$ cat config.mk
export PLATFORM = sky130hd
export DESIGN_NAME = pl_quad_nco
export DESIGN_NICKNAME = d
export VERILOG_FILES = /design/src/rtl/nco_pkg.sv /design/src/rtl/nco_phase_acc.sv /design/src/rtl/nco_fold.sv /design/src/rtl/nco_seg_eval.sv /design/src/rtl/nco_chan.sv /design/src/rtl/pl_quad_nco.sv
export SDC_FILE = /design/constraint.sdc
export NUM_CORES = 1
export LEC_CHECK = 0
export BUFFER_PORTS_ARGS = -buffer_cell sky130_fd_sc_hd__buf_2
export CAP_MARGIN = 20
export CORE_MARGIN = 2
export CORE_UTILIZATION = 40
export DETAILED_ROUTE_END_ITERATION = 10
export GPL_TIMING_DRIVEN = 0
export RECOVER_POWER = 100
export SLEW_MARGIN = 20
export SYNTH_ARGS = -nofsm -noshare
export SYNTH_HDL_FRONTEND = slang
export SYNTH_SLANG_ARGS = --single-unit
$ cat constraint.sdc
create_clock -name clk -period 8.9 [get_ports clk]
set_clock_uncertainty 0.2 [all_clocks]
set_input_delay 0.445 -clock clk [delete_from_list [all_inputs] [get_ports clk]]
set_output_delay 0.445 -clock clk [all_outputs]
set_load 0.02 [all_outputs]
$ cat src/rtl/nco_pkg.sv
// nco_pkg: shared constants and the fitted segment coefficients for the
// quarter-wave line approximation. Coefficients are in units of 1/16 LSB of
// an amplitude-127 sine; each segment spans pi/16 of phase.
package nco_pkg;
    localparam int SEG_BITS  = 3;
    localparam int NSEG      = 1 << SEG_BITS;
    localparam int COEF_FRAC = 4;
    localparam int AMP_W     = 8;
    localparam int AMP_MAX   = (1 << (AMP_W - 1)) - 1;
    localparam int MAG_W     = AMP_W - 1;
    localparam int BASE_W    = 12;
    localparam int SLOPE_W   = 10;

    // Segment start value, least-squares shifted above the chord.
    function automatic logic [BASE_W-1:0] seg_base(input logic [SEG_BITS-1:0] i);
        case (i)
            3'd0:    seg_base = 12'd1;
            3'd1:    seg_base = 12'd398;
            3'd2:    seg_base = 12'd781;
            3'd3:    seg_base = 12'd1133;
            3'd4:    seg_base = 12'd1442;
            3'd5:    seg_base = 12'd1695;
            3'd6:    seg_base = 12'd1884;
            default: seg_base = 12'd1999;
        endcase
    endfunction

    // Rise across a full segment.
    function automatic logic [SLOPE_W-1:0] seg_slope(input logic [SEG_BITS-1:0] i);
        case (i)
            3'd0:    seg_slope = 10'd396;
            3'd1:    seg_slope = 10'd381;
            3'd2:    seg_slope = 10'd351;
            3'd3:    seg_slope = 10'd308;
            3'd4:    seg_slope = 10'd253;
            3'd5:    seg_slope = 10'd188;
            3'd6:    seg_slope = 10'd116;
            default: seg_slope = 10'd39;
        endcase
    endfunction
endpackage

$ cat src/rtl/nco_phase_acc.sv
// nco_phase_acc: modulo-2^ACC_W phase register stepping by FREE_WORD plus a
// sign-extended tuning word. Assumes TUNE_W <= ACC_W.
module nco_phase_acc #(
    parameter int ACC_W     = 16,
    parameter int TUNE_W    = 16,
    parameter int FREE_WORD = 1317
) (
    input  logic                     clk,
    input  logic                     rst_n,
    input  logic signed [TUNE_W-1:0] tune,
    output logic [ACC_W-1:0]         phase
);
    localparam logic [ACC_W-1:0] FREE_V = ACC_W'(FREE_WORD);

    logic [ACC_W-1:0] tune_ext;
    logic [ACC_W-1:0] step;

    // Form the per-clock step, wrapping modulo 2^ACC_W.
    always_comb begin
        tune_ext = ACC_W'(tune);
        step     = FREE_V + tune_ext;
    end

    // Advance the phase; cleared by reset.
    always_ff @(posedge clk) begin
        if (!rst_n) phase <= '0;
        else        phase <= phase + step;
    end
endmodule

$ cat src/rtl/nco_fold.sv
// nco_fold: maps a full-circle phase onto the first quarter wave. Odd
// quadrants mirror the in-quadrant angle (bitwise inversion, a one-code
// phase shift); the upper half sets the negate flag.
module nco_fold
    import nco_pkg::*;
#(
    parameter int ACC_W = 16,
    parameter int OFF_W = ACC_W - 2 - SEG_BITS
) (
    input  logic [ACC_W-1:0]    phase,
    output logic [SEG_BITS-1:0] seg,
    output logic [OFF_W-1:0]    off,
    output logic                neg
);
    logic [1:0]       quad;
    logic [ACC_W-3:0] ang;
    logic [ACC_W-3:0] ang_m;

    // Split quadrant from angle and mirror where the curve falls.
    always_comb begin
        quad  = phase[ACC_W-1 -: 2];
        ang   = phase[ACC_W-3:0];
        ang_m = quad[0] ? ~ang : ang;
        seg   = ang_m[ACC_W-3 -: SEG_BITS];
        off   = ang_m[OFF_W-1:0];
        neg   = quad[1];
    end
endmodule

$ cat src/rtl/nco_seg_eval.sv
// nco_seg_eval: evaluates base + slope*offset for the selected segment,
// rounds to whole LSB and saturates at AMP_MAX. Purely combinational.
module nco_seg_eval
    import nco_pkg::*;
#(
    parameter int OFF_W = 11
) (
    input  logic [SEG_BITS-1:0] seg,
    input  logic [OFF_W-1:0]    off,
    output logic [MAG_W-1:0]    mag
);
    localparam int SUM_W = BASE_W + OFF_W + 2;
    localparam int SH    = OFF_W + COEF_FRAC;

    logic [SUM_W-1:0] sum;
    logic [SUM_W-1:0] scaled;

    // Linear interpolation with round-half-up and clamp.
    always_comb begin
        sum    = (SUM_W'(seg_base(seg)) << OFF_W)
               + SUM_W'(seg_slope(seg)) * SUM_W'(off)
               + (SUM_W'(1) << (SH - 1));
        scaled = sum >> SH;
        if (scaled > SUM_W'(AMP_MAX)) mag = MAG_W'(AMP_MAX);
        else                          mag = scaled[MAG_W-1:0];
    end
endmodule

$ cat src/rtl/nco_chan.sv
// nco_chan: one output channel. Folds its phase, evaluates the segment line,
// restores the sign and registers the signed sample. Reset clears it.
module nco_chan
    import nco_pkg::*;
#(
    parameter int ACC_W = 16
) (
    input  logic                    clk,
    input  logic                    rst_n,
    input  logic [ACC_W-1:0]        phase,
    output logic signed [AMP_W-1:0] sample
);
    localparam int OFF_W = ACC_W - 2 - SEG_BITS;

    logic [SEG_BITS-1:0] seg;
    logic [OFF_W-1:0]    off;
    logic                neg;
    logic [MAG_W-1:0]    mag;
    logic [AMP_W-1:0]    mag_ext;

    nco_fold #(.ACC_W(ACC_W), .OFF_W(OFF_W)) u_fold (
        .phase(phase), .seg(seg), .off(off), .neg(neg)
    );

    nco_seg_eval #(.OFF_W(OFF_W)) u_eval (
        .seg(seg), .off(off), .mag(mag)
    );

    // Zero-extend the magnitude ahead of the sign step.
    always_comb mag_ext = {1'b0, mag};

    // Register the signed sample.
    always_ff @(posedge clk) begin
        if (!rst_n)   sample <= '0;
        else if (neg) sample <= -$signed(mag_ext);
        else          sample <= $signed(mag_ext);
    end
endmodule

$ cat src/rtl/pl_quad_nco.sv
// pl_quad_nco: memory-free quadrature NCO. One phase register feeds two
// identical channels; the second sees the phase plus a quarter turn.
// Samples appear one clock after the phase they represent.
module pl_quad_nco
    import nco_pkg::*;
#(
    parameter int ACC_W     = 16,
    parameter int TUNE_W    = 16,
    parameter int FREE_WORD = 1317
) (
    input  logic                     clk,
    input  logic                     rst_n,
    input  logic signed [TUNE_W-1:0] tune_i,
    output logic signed [AMP_W-1:0]  sin_o,
    output logic signed [AMP_W-1:0]  cos_o
);
    localparam int               NCH = 2;
    localparam logic [ACC_W-1:0] QTR = ACC_W'(1) << (ACC_W - 2);

    logic [ACC_W-1:0]       phase_q;
    logic signed [AMP_W-1:0] smp [NCH];

    nco_phase_acc #(.ACC_W(ACC_W), .TUNE_W(TUNE_W), .FREE_WORD(FREE_WORD)) u_acc (
        .clk(clk), .rst_n(rst_n), .tune(tune_i), .phase(phase_q)
    );

    for (genvar ch = 0; ch < NCH; ch++) begin : g_ch
        logic [ACC_W-1:0] ch_phase;
        // Channel 0 is the sine, channel 1 leads by a quarter turn.
        always_comb ch_phase = phase_q + ((ch == 0) ? '0 : QTR);
        nco_chan #(.ACC_W(ACC_W)) u_chan (
            .clk(clk), .rst_n(rst_n), .phase(ch_phase), .sample(smp[ch])
        );
    end

    assign sin_o = smp[0];
    assign cos_o = smp[1];
endmodule

; After elaboration in Yosys (flattened, before gate mapping)
; Cells that the tools add are included.
[totals]
reg_bits = 32
latch_bits = 0
ramBits = 0
rom_bits = 0
inputBits = 18
output_inout_bits = 16
elab_cells = 46
mem_count = 0
[op_classes]
n_addsub = 9
multipliers = 2
div = 0
magnitude_cmp = 2
n_eq_ne = 12
shifts = 0
mux = 10
n_bitwise = 2
n_reduce_logical = 4
[op_table]
columns = operator, count
row1 = case mux 11 bit (7 select lines), 2
row2 = case mux 9 bit (7 select lines), 2
row3 = adder 24 x 15 -> 25 bit (second input constant), 2
row4 = adder 23 x 21 -> 24 bit, 2
row5 = multiplier 10 x 11 -> 21 bit, 2
row6 = 2-to-1 mux 14 bit, 2
row7 = 2-to-1 mux 7 bit, 4
row8 = inverter 14 bit, 2
row9 = greater-than comparator 10 x 7 -> 1 bit (second input constant), 2
row10 = equality test 3 bit (second input constant), 6
row11 = adder 11 x 16 -> 16 bit (first input constant), 1
row12 = adder 16 x 15 -> 16 bit (second input constant), 1
row13 = adder 16 bit, 1
row14 = negation 7 -> 8 bit, 2
row15 = equality test 3 x 2 -> 1 bit (second input constant), 4
row16 = equality test 3 x 1 -> 1 bit (second input constant), 2
row17 = zero test 3 bit, 2
row18 = AND reduction 2 bit, 2

; Depth between registers and ports, before layout
; Gate-level depths: netlist of the first run.
[logic_depth]
depth_word = 12
ltp_mapped = 29
mapped_depth_nobuf = 26

; Hierarchy
; Synthesis of the first run repeated with hierarchy kept, for this count alone.
[hier_totals]
cells_unflattened = 1134
area_unflattened_um2 = 9716.8
[by_module_without_submodules]
columns = module, instances, cells_each, area_per_inst_um2
row1 = nco_seg_eval (g_ch[1].u_chan.u_eval), 1, 433, 3678.5
row2 = nco_seg_eval (g_ch[0].u_chan.u_eval), 1, 410, 3499.6
row3 = nco_phase_acc, 1, 165, 1397.6
row4 = nco_chan, 2, 45, 402.9
row5 = nco_fold, 2, 17, 161.4
row6 = pl_quad_nco, 1, 2, 12.5

; Worst setup path after synthesis of the first run
; No wires, ideal clock.
[synth_timing]
kind = register -> register
startpoint = reg u_acc.phase[14]
endpoint = reg g_ch[1].u_chan.sample[2]
setup_ns = 0.071
arrival_ns = 6.887
required_ns = 8.629
slack_ns = 1.742
path_stages_with_launch = 27
n_path_buf = 4
cell_sequence = dfxtp_1 > buf_6 > clkbuf_1 > clkbuf_1 > xnor2_1 > clkbuf_1 > nor2_1 > fa_1 > inv_1 > fa_1 > inv_1 > fa_1 > fa_1 > inv_1 > fa_1 > inv_1 > ha_1 > o21a_1 > o211ai_1 > a21oi_1 > o21ai_2 > a211oi_4 > a31o_4 > nor2_1 > ha_1 > or4_1 > a21oi_1
[synth_via]
elab_chain_cells = 11
elab_cells_between_ends = 18
classes_between = 4 x add/sub / 1 x mul / 1 x order compare / 6 x eq/ne / 5 x mux / 1 x reduce/logical
[synth_lines]
columns = item, line_no
row1 = start: declaration, nco_phase_acc.sv:11  ; output logic [ACC_W-1:0] phase
row2 = start signal: assignment, nco_phase_acc.sv:27  ; else phase <= phase + step;
row3 = adder 16 x 15 -> 16 bit *, pl_quad_nco.sv:30  ; always_comb ch_phase = phase_q + ((ch == 0) ? '0 : QTR);
row4 = 2-to-1 mux 14 bit, nco_fold.sv:23  ; ang_m = quad[0] ? ~ang : ang;
row5 = "equality test 3 bit, or another cell as far along", "nco_pkg.sv:16, nco_pkg.sv:30"
row6 = case mux 9 bit (7 select lines), nco_pkg.sv:30  ; case (i)
row7 = multiplier 10 x 11 -> 21 bit, nco_seg_eval.sv:21  ; + SUM_W'(seg_slope(seg)) * SUM_W'(off)
row8 = adder 23 x 21 -> 24 bit, nco_seg_eval.sv:21
row9 = adder 24 x 15 -> 25 bit, nco_seg_eval.sv:22  ; + (SUM_W'(1) << (SH - 1));
row10 = greater-than comparator 10 x 7 -> 1 bit, nco_seg_eval.sv:24  ; if (scaled > SUM_W'(AMP_MAX)) mag = MAG_W'(AMP_MAX);
row11 = 2-to-1 mux 7 bit, nco_seg_eval.sv:24
row12 = negation 7 -> 8 bit, nco_chan.sv:35  ; else if (neg) sample <= -$signed(mag_ext);
row13 = 2-to-1 mux 7 bit *, nco_chan.sv:35
row14 = end signal: assignment, nco_chan.sv:35
row15 = end signal: assignment, nco_chan.sv:36  ; else sample <= $signed(mag_ext);
row16 = end: declaration, nco_chan.sv:11  ; output logic signed [AMP_W-1:0] sample
; Every way passes the cells marked *; elsewhere a longest branch is shown, timed or not.
; A chain may end at the register's enable or synchronous reset.

; Worst setup path in the final report of the first run
[layout_timing]
startpoint = reg u_acc.phase[14]
endpoint = reg g_ch[0].u_chan.sample[6]
[layout_via]
elab_chain_cells = 10
elab_cells_between_ends = 17
classes_between = 3 x add/sub / 1 x mul / 1 x order compare / 6 x eq/ne / 5 x mux / 1 x reduce/logical
[layout_lines]
columns = item, line_no
row1 = 2-to-1 mux 14 bit *, nco_fold.sv:23
row2 = "equality test 3 bit, or another cell as far along", "nco_pkg.sv:16, nco_pkg.sv:30"
row3 = case mux 9 bit (7 select lines), nco_pkg.sv:30
row4 = multiplier 10 x 11 -> 21 bit, nco_seg_eval.sv:21
row5 = adder 23 x 21 -> 24 bit *, nco_seg_eval.sv:21
row6 = adder 24 x 15 -> 25 bit *, nco_seg_eval.sv:22
row7 = greater-than comparator 10 x 7 -> 1 bit, nco_seg_eval.sv:24
row8 = 2-to-1 mux 7 bit *, nco_seg_eval.sv:24
row9 = negation 7 -> 8 bit, nco_chan.sv:35
row10 = 2-to-1 mux 7 bit *, nco_chan.sv:35
row11 = end signal: assignment, nco_chan.sv:35
row12 = end signal: assignment, nco_chan.sv:36
row13 = end: declaration, nco_chan.sv:11
; Marks and branches as above.

==> impl_results.md, run 1 <==
* Synthesized net count at 1,363
* Drc violations at 0
* Syn Inst Count at 1,067
* Share of cells above drive strength 1 at 5.15%
* DRT iter0 DRCs at ~350
* Initial antenna violation count at 0
* Die Y at 153 um
* Clk buf depth at 2
* Clock transition at path regs at 0.06 ns
* Number of synthesized register bits at 32
* Reg2Reg Launch Point: u_acc.phase[14]
* Synth warnings at 0
* Final period util at 92.4%
* H-tree depth at 2
* F_max at about 120 MHz
* Status: completed
* CP peak stage delay at 0.76 ns
* Crit end category: register
* Non-Filler Instances at 1,387
* Register-to-Register Setup Slack at 0.68 ns
* GRT busiest layer: met2
* WP data arrival at 8.17 ns
* First-pass GRT wire length at 34.6 mm
* Clock Sinks at 32
* RSZ-0062 raised after global routing: no
* Die Width at between 150 and 200 um
* R2r worst-path depth at 26
* Primary FF master, synth: dfxtp_1
* Hpwl dp at 16.6 mm
* Grt ovf at 0
* DRT Wirelength at 20.0 mm
* Min-Delay Endpoint: u_acc.phase[15]
* GRT met3 Usage at 1.59%
* CTS buffer count at 5
* Slew margin rel. at 28.2%
* Synth cell types at 61
* Core area at 21,900 sq um
* Worst path bufs/invs at 7
* Site row count at 54
* Syn Area/Cell at 8.37 sq um
* CP Max Fanout at 19
* DR pass1 iterations at 5
* Critical Path Source Type: register
* Core Util, Final at 43.9%
* Register area share after synthesis at 7.17%
* Buffers added on ports at 32
* Vias/cell at 5.03
* N_diodes at 0
* Die area at 23,600 sq um
* Number of flops mapped to enable cells by yosys at 0
* HP Start: tune_i[15]
* Mean routed wirelength per cell at 14.4 um
* Worst hold path class: in -> reg
* RePlAce Congestion at approximately 0.89
* Hold Vio Cnt, Final at 0
* Syn-to-layout area delta at 7.56%
* Final TNS setup at 0 ns
* Critical path's slowest cell: a21boi_0
* Post-cts gate resize count at 0
* CTS Root Cell: clkbuf_16
* Most used cell, CP: fa_1
* CP Class: reg -> reg
* # IOs at 34
* CTS tree: built
* DP Cell Count at roughly 1,400
* Hold path cells at 4
* Final setup fails at 0
* Skew-Pair Late Insertion Delay at 0.28 ns
* WP data required at approximately 9 ns
* Slew @ Worst Pin at roughly 1.1 ns
* RR Endpoint: g_ch[0].u_chan.sample[6]
* Largest net degree at the start of global routing at 11
* Initial core utilization at 40.8%
* DRT antenna net count at 0
* Synthesized area at 8940 sq um
* Met1 GRT Util at 26.1%
* CP delay by family, top: adder cells
* Final nets at 1,402
* Total of max-cap violations at 0
* Post-synth ARST share at 0%
* Grt met2 use at 29.3%
* Vias in the first global route at 7,073
* Slew Limit Fails at 0
* Global Route Usage Sum at between 15 and 20%
* Via count at 6,979
* Tmin final at slightly above 8 ns
[routing by layer]
layer,vias up,part of all wire (%)
met4,0,1.7
met2,170,46
li1,3395,-
met3,20,4.8
met5,-,0
met1,3394,48
[worst reg2reg max path: stages (launching register included)]
cell and delay, ns:
dfxtp_1 0.49, buf_6 0.31, clkbuf_1 0.50, inv_1 0.15, clkbuf_1 0.30, a21boi_0 0.76
nand2_1 0.18, fa_1 0.54, fa_1 0.49, inv_1 0.05, fa_1 0.50, fa_1 0.54
inv_1 0.05, fa_1 0.52, inv_1 0.04, ha_1 0.30, a21oi_1 0.12, o21ai_0 0.15
a221o_1 0.33, a21oi_2 0.34, o21ai_2 0.17, a21oi_1 0.28, and2_0 0.21, ha_1 0.20
a41oi_1 0.13, xor2_1 0.18, nor2_1 0.06
[how the worst max path moves through the flow]
stage,cells past startpoint,start,slack (ns),end
after floorplan,26,u_acc.phase[14],1.74,g_ch[1].u_chan.sample[2]
after global placement,23,u_acc.phase[14],0.52,g_ch[1].u_chan.sample[2]
after detailed placement,25,u_acc.phase[14],0.39,g_ch[1].u_chan.sample[2]
after CTS,25,u_acc.phase[14],0.34,g_ch[1].u_chan.sample[2]
after global routing,25,u_acc.phase[14],0.11,g_ch[1].u_chan.sample[4]
final,26,u_acc.phase[14],0.68,g_ch[0].u_chan.sample[6]
[metrics by stage]
stage          area (sq um)  hold slack (ns)  setup WS, ns
3_5_place_dp           9490            0.387         0.386
3_3_place_gp           9450            0.394         0.517
6_report               9610            0.287         0.681
5_1_grt                9610            0.347         0.106
2_1_floorplan          8940            0.314          1.74
4_1_cts                9640            0.284         0.340
[sequential cells by signal, indices dropped and copies added (netlist names)]
register,cells
u_acc.phase,16
g_ch.u_chan.sample,16
[kinds of logic after synthesis]
logic type / after synthesis / synth area share, %
flops: 32 / 7.17
mux: 8 / 0.910
simple gates: 321 / 15.5
xor+xnor: 45 / 4.62
compound gates: 116 / 9.20
fa+ha+maj: 280 / 51.3
buf+inv: 265 / 11.2
[Yosys cell counts (3+ instances only)]
cell / number / area share, %
o21ai_2: 3 / 0.29
dfxtp_1: 32 / 7.2
nor3_1: 10 / 0.56
nor2_1: 133 / 5.6
o22ai_1: 3 / 0.21
clkinv_1: 10 / 0.42
a211oi_1: 5 / 0.42
a31oi_1: 3 / 0.21
nand3_1: 13 / 0.73
clkbuf_1: 21 / 0.88
nand2b_1: 9 / 0.63
nor4_1: 6 / 0.42
or2_2: 11 / 0.77
a21oi_1: 35 / 2.0
a21o_1: 11 / 0.92
nand4_1: 3 / 0.21
inv_1: 228 / 9.6
o21a_1: 6 / 0.50
o21ai_0: 14 / 0.78
and3_1: 4 / 0.28
nor2b_1: 6 / 0.42
ha_1: 133 / 19
nand2_1: 111 / 4.7
a21oi_2: 3 / 0.29
xnor2_1: 26 / 2.5
fa_1: 145 / 32
a21boi_0: 4 / 0.34
buf_1: 4 / 0.17
mux2i_1: 7 / 0.78
xor2_1: 18 / 1.8
and2_1: 7 / 0.49
[layout make-up]
class | instances | area, sq um
Buffer | 25 | 101
Timing Repair Buffer | 33 | 148
Inverter | 239 | 900
Clock buffer | 6 | 139
Tap cell | 280 | 350
Multi-Input combinational cell | 770 | 7320
Fill cell | 2235 | 12300
Clock inverter | 2 | 10.0
Sequential cell | 32 | 641
[cells in the final DEF (no fill, tap or decap), drive strengths merged, types with 13 or more instances in the layout]
cell	instances
nor2	133
buf	22
dfxtp	32
a21oi	38
xor2	18
nand2	111
clkbuf	42
xnor2	27
o21ai	19
ha	133
fa	145
nand3	13
inv	229
[timing repair]
| item | CTS | global route |
|---|---|---|
| endpoints found under the setup margin | 0 | 6 |
| hold buffers | 0 | 0 |
| buffers inserted | 0 | 0 |
Power of run 1 is left out: the tool's default activity adds up to more than one toggle a clock period on the data nets, which glitch-free logic cannot reach.
==> run 2, diff against run 1 <==
--- a/config.mk
+++ b/config.mk
@@ -9,6 +9,7 @@
 export CAP_MARGIN = 20
 export CORE_MARGIN = 2
 export CORE_UTILIZATION = 40
+export CTS_BUF_LIST = sky130_fd_sc_hd__clkbuf_4
 export DETAILED_ROUTE_END_ITERATION = 10
 export GPL_TIMING_DRIVEN = 0
 export RECOVER_POWER = 100
==> constraint.sdc (replaced) <==
create_clock -name clk -period 7.4 [get_ports clk]
set_clock_uncertainty 0.2 [all_clocks]
set_input_delay 0.37 -clock clk [delete_from_list [all_inputs] [get_ports clk]]
set_output_delay 0.37 -clock clk [all_outputs]
set_load 0.02 [all_outputs]
==> run 2 against run 1 <==
Compared with the run above: setup slack worse by 0.29 ns; largest cell class unchanged; routed wire length up 0.65%; final cell count up 1.6%; register-to-register slack worse by 0.29 ns; global-route usage about the same; via count up 1.3%; fmax up 17%; non-clock buffer count up 21; core utilization up 2.2 points; highest routed layer unchanged; critical path depth unchanged.
==> impl_results.md, run 2 (synthesized netlist as in run 1, its figures left out) <==
* Commonest non-fill, non-tap cell in the layout: inv_1
* Final period util at 94.8% (+2.4 points)
* Skew-Pair Late Insertion Delay at 0.34 ns (+0.06 ns)
* Clock transition at path regs at 0.11 ns (+0.05 ns)
* # IOs at 34 (unchanged)
* Post-route setup slack at 0.388 ns (-0.293 ns)
* Vias in the first global route at 7,047 (-0.37%)
* H-tree depth at 2 (unchanged)
* WP data required at 7.43 ns (-1.42 ns)
* CTS buffer count at 5 (unchanged)
* Mean routed wirelength per cell at 14.3 um (-0.92%)
* CP Class: reg -> reg
* Commonest cells after routing, fill and taps aside: inv_1 (226), fa_1 (145), ha_1 (133)
* Reg2Reg Launch Point: u_acc.phase[14]
* Crit end category: register
* CP Max Fanout at 10 (-9)
* Slew Limit Fails at 0 (unchanged)
* Place WS at -1.11 ns (-1.50 ns)
* Hold Vio Cnt, Final at 0 (unchanged)
* Clock Sinks at 32 (unchanged)
* DRT Wirelength at 20.1 mm (+0.65%)
* WHS at 0.132 ns (-0.155 ns)
* Status: completed
* WP data arrival at 7.04 ns (-1.13 ns)
* Drc violations at 0 (unchanged)
* Hpwl dp at 16.6 mm (unchanged)
* Initial antenna violation count at 1 (+1)
* Slew margin rel. at 51.3% (+23 points)
* Die area at 23,600 sq um (unchanged)
* Grt ovf at 0 (unchanged)
* Largest net degree at the start of global routing at 11 (unchanged)
* Site row count at 54 (unchanged)
* Area occupied by multi-input gates at 7620 sq um (+4.1%)
* Die Y at 153 um (unchanged)
* DRT antenna net count at 0 (unchanged)
* Top flop regs: g_ch.u_chan.sample: 16 flops, u_acc.phase: 16 flops
* Buffers added on ports at 32 (unchanged)
* Core area at 21,900 sq um (unchanged)
* Vias/cell at 5.02 (-0.28%)
* Worst hold path class: in -> reg
* DRT iter0 DRCs at 335 (-3.7%)
* Die Width at 153 um (unchanged)
* Core Util, Final at 46.1% (+2.2 points)
* Tmin final at 7.01 ns (-1.21 ns)
* Register area at 648 sq um (+1.2%)
* Slew @ Worst Pin at 0.726 ns (-0.343 ns)
* Syn-to-layout area delta at 12.9%
* Clk buf depth at 2 (unchanged)
* Total of fill cells in the finished design at 2,156 (-3.5%)
* Final nets at 1,423 (+1.5%)
* DR pass1 iterations at 4 (-1)
* Hold Buf Count CTS at 0 (unchanged)
* CTS tree: built
* HP Start: tune_i[15]
* CTS Root Cell: clkbuf_4
* RePlAce Congestion at 0.886 (unchanged)
* Global Route Usage Sum at 18.0% (-0.034 points)
* Via count at 7,070 (+1.3%)
* F_max at 143 MHz (+17%)
* Share of cells above drive strength 1 at 11.8% (+6.6 points)
* First-pass GRT wire length at 34.5 mm (-0.28%)
* Total of max-cap violations at 0 (unchanged)
* Critical Path Source Type: register
* Beginning of the critical path: u_acc.phase[14]
* Final setup fails at 0 (unchanged)
* Initial core utilization at 40.8% (unchanged)
[run 2: cell types whose count changed in the layout (fill, tap and decap cells not counted), moves of 7 or more]
cell	before	now
buf_4	1	25
clkbuf_1	36	22
clkbuf_4	0	7
xnor2_4	1	10
[run 2: final cells by class]
cell class,count,share of cell area [%]
diodes,1,0.0248
plain buffers,24,1.60
clock buffers,5,0.372
clock inverters,3,0.136
inverters,239,9.14
multi-input cells,770,75.6
flip-flops and latches,32,6.43
well taps,280,3.47
repair buffers,55,3.23
[run 2: path summary, 6_finish.rpt]
path                                   end  slack [ns]  depth (start not counted)
setup / recovery  g_ch[0].u_chan.sample[6]        0.39                         26
hold / removal             u_acc.phase[15]        0.13                          4
setup reg to reg  g_ch[0].u_chan.sample[6]        0.39                         26
hold reg to reg   g_ch[0].u_chan.sample[5]        0.41                          2
[run 2: routing by layer]
layer / track usage [%] / part of all wire, %
met1: 26.1 / 47
met2: 29.4 / 47
met3: 1.59 / 4.4
met4: 4.06 / 1.3
met5: 0 / 0
[run 2: worst max-delay path: stages (launching register included)]
cell and delay [ns]:
dfxtp_4 0.41, buf_6 0.18, clkbuf_4 0.27, xor2_2 0.25, buf_2 0.31, nor2_1 0.10
fa_1 0.55, inv_1 0.05, fa_1 0.52, inv_1 0.05, fa_1 0.50, fa_1 0.54
inv_1 0.05, fa_1 0.52, inv_1 0.04, ha_1 0.30, a21oi_1 0.12, o21ai_0 0.15
a221o_1 0.35, a21oi_4 0.26, o21ai_2 0.15, a21oi_1 0.26, and2_1 0.20, ha_1 0.19
a41oi_1 0.13, xor2_1 0.18, nor2_1 0.06
[run 2: repair_timing]
item                       4_1_cts  5_1_grt
gates resized for setup         43       65
pin swaps                        0        7
setup endpoints to repair       16       14
buffers inserted                 0       22
[run 2: per-stage QoR]
stage | TNS (ns) | cells | instance area [sq um]
after global placement | -10.82 | 1379 | 9450
final | 0 | 1409 | 10100
after detailed placement | -13.07 | 1379 | 9490
after CTS | 0 | 1387 | 9710
after global routing | -0.000451 | 1409 | 10100
after floorplan | 0 | 1067 | 8940
Power of run 2 is left out for the same reason.
==> run 3, diff against run 2 <==
--- a/config.mk
+++ b/config.mk
@@ -11,9 +11,11 @@
 export CORE_UTILIZATION = 40
 export CTS_BUF_LIST = sky130_fd_sc_hd__clkbuf_4
 export DETAILED_ROUTE_END_ITERATION = 10
+export GPL_ROUTABILITY_DRIVEN = 1
 export GPL_TIMING_DRIVEN = 0
 export RECOVER_POWER = 100
 export SLEW_MARGIN = 20
 export SYNTH_ARGS = -nofsm -noshare
 export SYNTH_HDL_FRONTEND = slang
+export SYNTH_HIERARCHICAL = 1
 export SYNTH_SLANG_ARGS = --single-unit
==> constraint.sdc (replaced) <==
create_clock -name clk -period 7.4 [get_ports clk]
set_clock_uncertainty 0.2 [all_clocks]
set_input_delay 1.85 -clock clk [delete_from_list [all_inputs] [get_ports clk]]
set_output_delay 1.85 -clock clk [all_outputs]
set_load 0.02 [all_outputs]
==> run 3 against run 2 <==
Compared with the run above: first-iteration DRC count grew 7.8%; count of clock-buffer cells in the layout stayed put; hold slack gained 0.26 ns; highest routed layer unchanged; fmax shrank 1.3%; critical endpoint is now g_ch[1].u_chan/sample[5]; via count grew 7.3%; sequential cell count is the same.
==> impl_results.md, run 3 <==
* DR pass1 iterations at 5 (+1)
* Worst hold path class: reg -> reg
* Synth warnings at 6 (+6)
* Die Width at 160 um (+4.2%)
* Commonest cells post-synth: inv_1 (228), fa_1 (145), ha_1 (133), nand2_1 (109), and2_1 (81)
* N_diodes at 0 (-1)
* Register area share after synthesis at 6.59% (-0.58 points)
* Mean routed wirelength per cell at 14.6 um (+2.4%)
* F_max at 141 MHz (-1.3%)
* First-pass GRT wire length at 37.9 mm (+9.8%)
* Slew margin rel. at 38.4% (-13 points)
* CP peak stage delay at 0.56 ns (about the same)
* Status: completed
* Final setup fails at 0 (unchanged)
* Commonest cells after routing, fill and taps aside: inv_1 (228), fa_1 (145), ha_1 (132)
* Cell with the most instances after synthesis: inv_1
* DRT antenna net count at 0 (unchanged)
* Top flop regs: g_ch.u_chan/sample: 16 flops, u_acc/phase: 16 flops
* Final period util at 96.1% (+1.3 points)
* Post-route setup slack at 0.292 ns (-0.0958 ns)
* CTS buffer count at 5 (unchanged)
* Crit end category: register
* Synth cell types at 70 (+15%)
* Die area at 25,600 sq um (+8.5%)
* CP Class: reg -> reg
* Register area at 644 sq um (-0.58%)
* Vias/cell at 5.06 (+0.83%)
* Syn Area/Cell at 8.57 sq um (+2.3%)
* Hold Vio Cnt, Final at 0 (unchanged)
* Core area at 24,100 sq um (+10%)
* Clock Sinks at 32 (unchanged)
* Site row count at 57 (+5.6%)
* Share of cells above drive strength 1 at 8.51% (-3.3 points)
* Primary FF master, synth: dfxtp_1
* Slew @ Worst Pin at 0.916 ns (+0.190 ns)
* Synth area leader: fa_1
* Area fraction of the dominant cell type after synthesis at 29.9% (-2.6 points)
* Hpwl dp at 18.6 mm (+12%)
* Place WS at -0.583 ns (+0.531 ns)
* Critical path's slowest cell: fa_1
* Total of fill cells in the finished design at 2,501 (+16%)
* Hold Buf Count CTS at 0 (unchanged)
* Synthesized net count at 1,430 (+4.9%)
* CTS Root Cell: clkbuf_4
* H-tree depth at 2 (unchanged)
* DRT Wirelength at 21.9 mm (+9.0%)
* # IOs at 34 (unchanged)
* Syn Inst Count at 1,134 (+6.3%)
* Via count at 7,584 (+7.3%)
* CTS tree: built
* Buffers added on ports at 33 (+3.1%)
* Number of flops mapped to enable cells by yosys at 0 (unchanged)
* Final nets at 1,470 (+3.3%)
* WP data arrival at 7.11 ns (+0.07 ns)
* Clock transition at path regs at 0.12 ns (about the same)
* CP Max Fanout at 10 (unchanged)
* Commonest non-fill, non-tap cell in the layout: inv_1
* DRT iter0 DRCs at 361 (+7.8%)
* Syn-to-layout area delta at 8.70%
* Tmin final at 7.11 ns (+0.0958 ns)
* Number of synthesized register bits at 32 (unchanged)
* Drc violations at 0 (unchanged)
* Initial core utilization at 40.3% (-0.51 points)
* Global Route Usage Sum at 17.8% (-0.21 points)
* Area occupied by multi-input gates at 8180 sq um (+7.2%)
* Skew-Pair Late Insertion Delay at 0.34 ns (about the same)
* Vias in the first global route at 7,678 (+9.0%)
* WP data required at 7.40 ns (-0.03 ns)
* Post-synth ARST share at 0% (unchanged)
* Slew Limit Fails at 0 (unchanged)
* Grt ovf at 0 (unchanged)
* RePlAce Congestion at 0.887 (about the same)
* Clk buf depth at 2 (unchanged)
* Total of max-cap violations at 0 (unchanged)
* Die Y at 160 um (+4.2%)
* Initial antenna violation count at 0 (-1)
* Synth top area cells: fa_1 (30%), ha_1 (17%), inv_1 (8.8%)
* Critical Path Source Type: register
* Largest net degree at the start of global routing at 14 (+3)
* Synthesized area at 9720 sq um (+8.7%)
## run 3: changes by cell type after synthesis, moves of 10 or more
cell | before | now
nor2b_1 | 6 | 20
xnor2_1 | 26 | 12
clkinv_1 | 10 | 0
xor2_1 | 18 | 35
nor2_1 | 133 | 24
and2_1 | 7 | 81
and3_1 | 4 | 25
## run 3: repair_timing
item                       CTS  global route
setup endpoints to repair   14            14
cloned                       0             0
gates resized for setup     18            38
hold endpoints to repair     0             0
setup buffers                1             4
pin swaps                    0             3
## run 3: layout make-up
| cell class | count | area share [%] |
|---|---|---|
| clock inverters | 3 | 0.355 |
| well taps | 324 | 3.84 |
| clock buffers | 5 | 0.355 |
| repair buffers | 38 | 1.71 |
| multi-input cells | 837 | 77.4 |
| inverters | 228 | 8.10 |
| plain buffers | 32 | 2.14 |
| flip-flops and latches | 32 | 6.10 |
## run 3: worst paths after layout
kind	start	endpoint	slack [ns]	cells after the start
max	u_acc/phase[14]	g_ch[1].u_chan/sample[5]	0.29	28
max reg2reg	u_acc/phase[14]	g_ch[1].u_chan/sample[5]	0.29	28
min	u_acc/phase[0]	u_acc/phase[0]	0.39	3
min reg2reg	u_acc/phase[0]	u_acc/phase[0]	0.39	3
## run 3: logic make-up (layout without fill, tap and decap cells)
| logic type | count (synthesis) | after routing | share of synthesized area [%] |
|---|---|---|---|
| AO/OA/AOI/OAI | 151 | 151 | 10.4 |
| XOR/XNOR | 48 | 48 | 4.40 |
| adder cells (fa/ha/maj) | 278 | 278 | 47.0 |
| buffers and inverters | 265 | 306 | 11.1 |
| flip-flops | 32 | 32 | 6.59 |
| multiplexers | 12 | 12 | 1.31 |
| AND/OR/NAND/NOR | 348 | 348 | 19.2 |
## run 3: layer usage
layer	part of all wire (%)	vias to the layer above	track usage, %
met2	46	104	29.4
met1	51	3758	26.4
met3	2.2	15	0.961
met5	0	-	0
li1	-	3707	-
met4	1.1	0	2.74
## run 3: metrics by stage
step	area [sq um]	setup TNS [ns]	instances	hold slack (ns)	util [%]
4_1_cts	10400	0	1496	0.392	43.2
5_1_grt	10600	-0.0212	1499	0.431	43.8
3_5_place_dp	10300	-4.39	1491	0.374	42.7
3_3_place_gp	10300	-4.48	1491	0.368	42.7
2_1_floorplan	9720	0	1134	0.354	-
6_report	10600	0	1499	0.388	43.8
## run 3: critical path: cells and delay by family, from the launching register on
kind / cells / cell delay (ns)
adder cells (fa/ha/maj): 6 / 3.01
AO/OA/AOI/OAI: 6 / 1.12
buffers and inverters: 9 / 0.95
flip-flops: 1 / 0.41
AND/OR/NAND/NOR: 5 / 0.89
XOR/XNOR: 2 / 0.37
Power of run 3 is left out for the same reason.
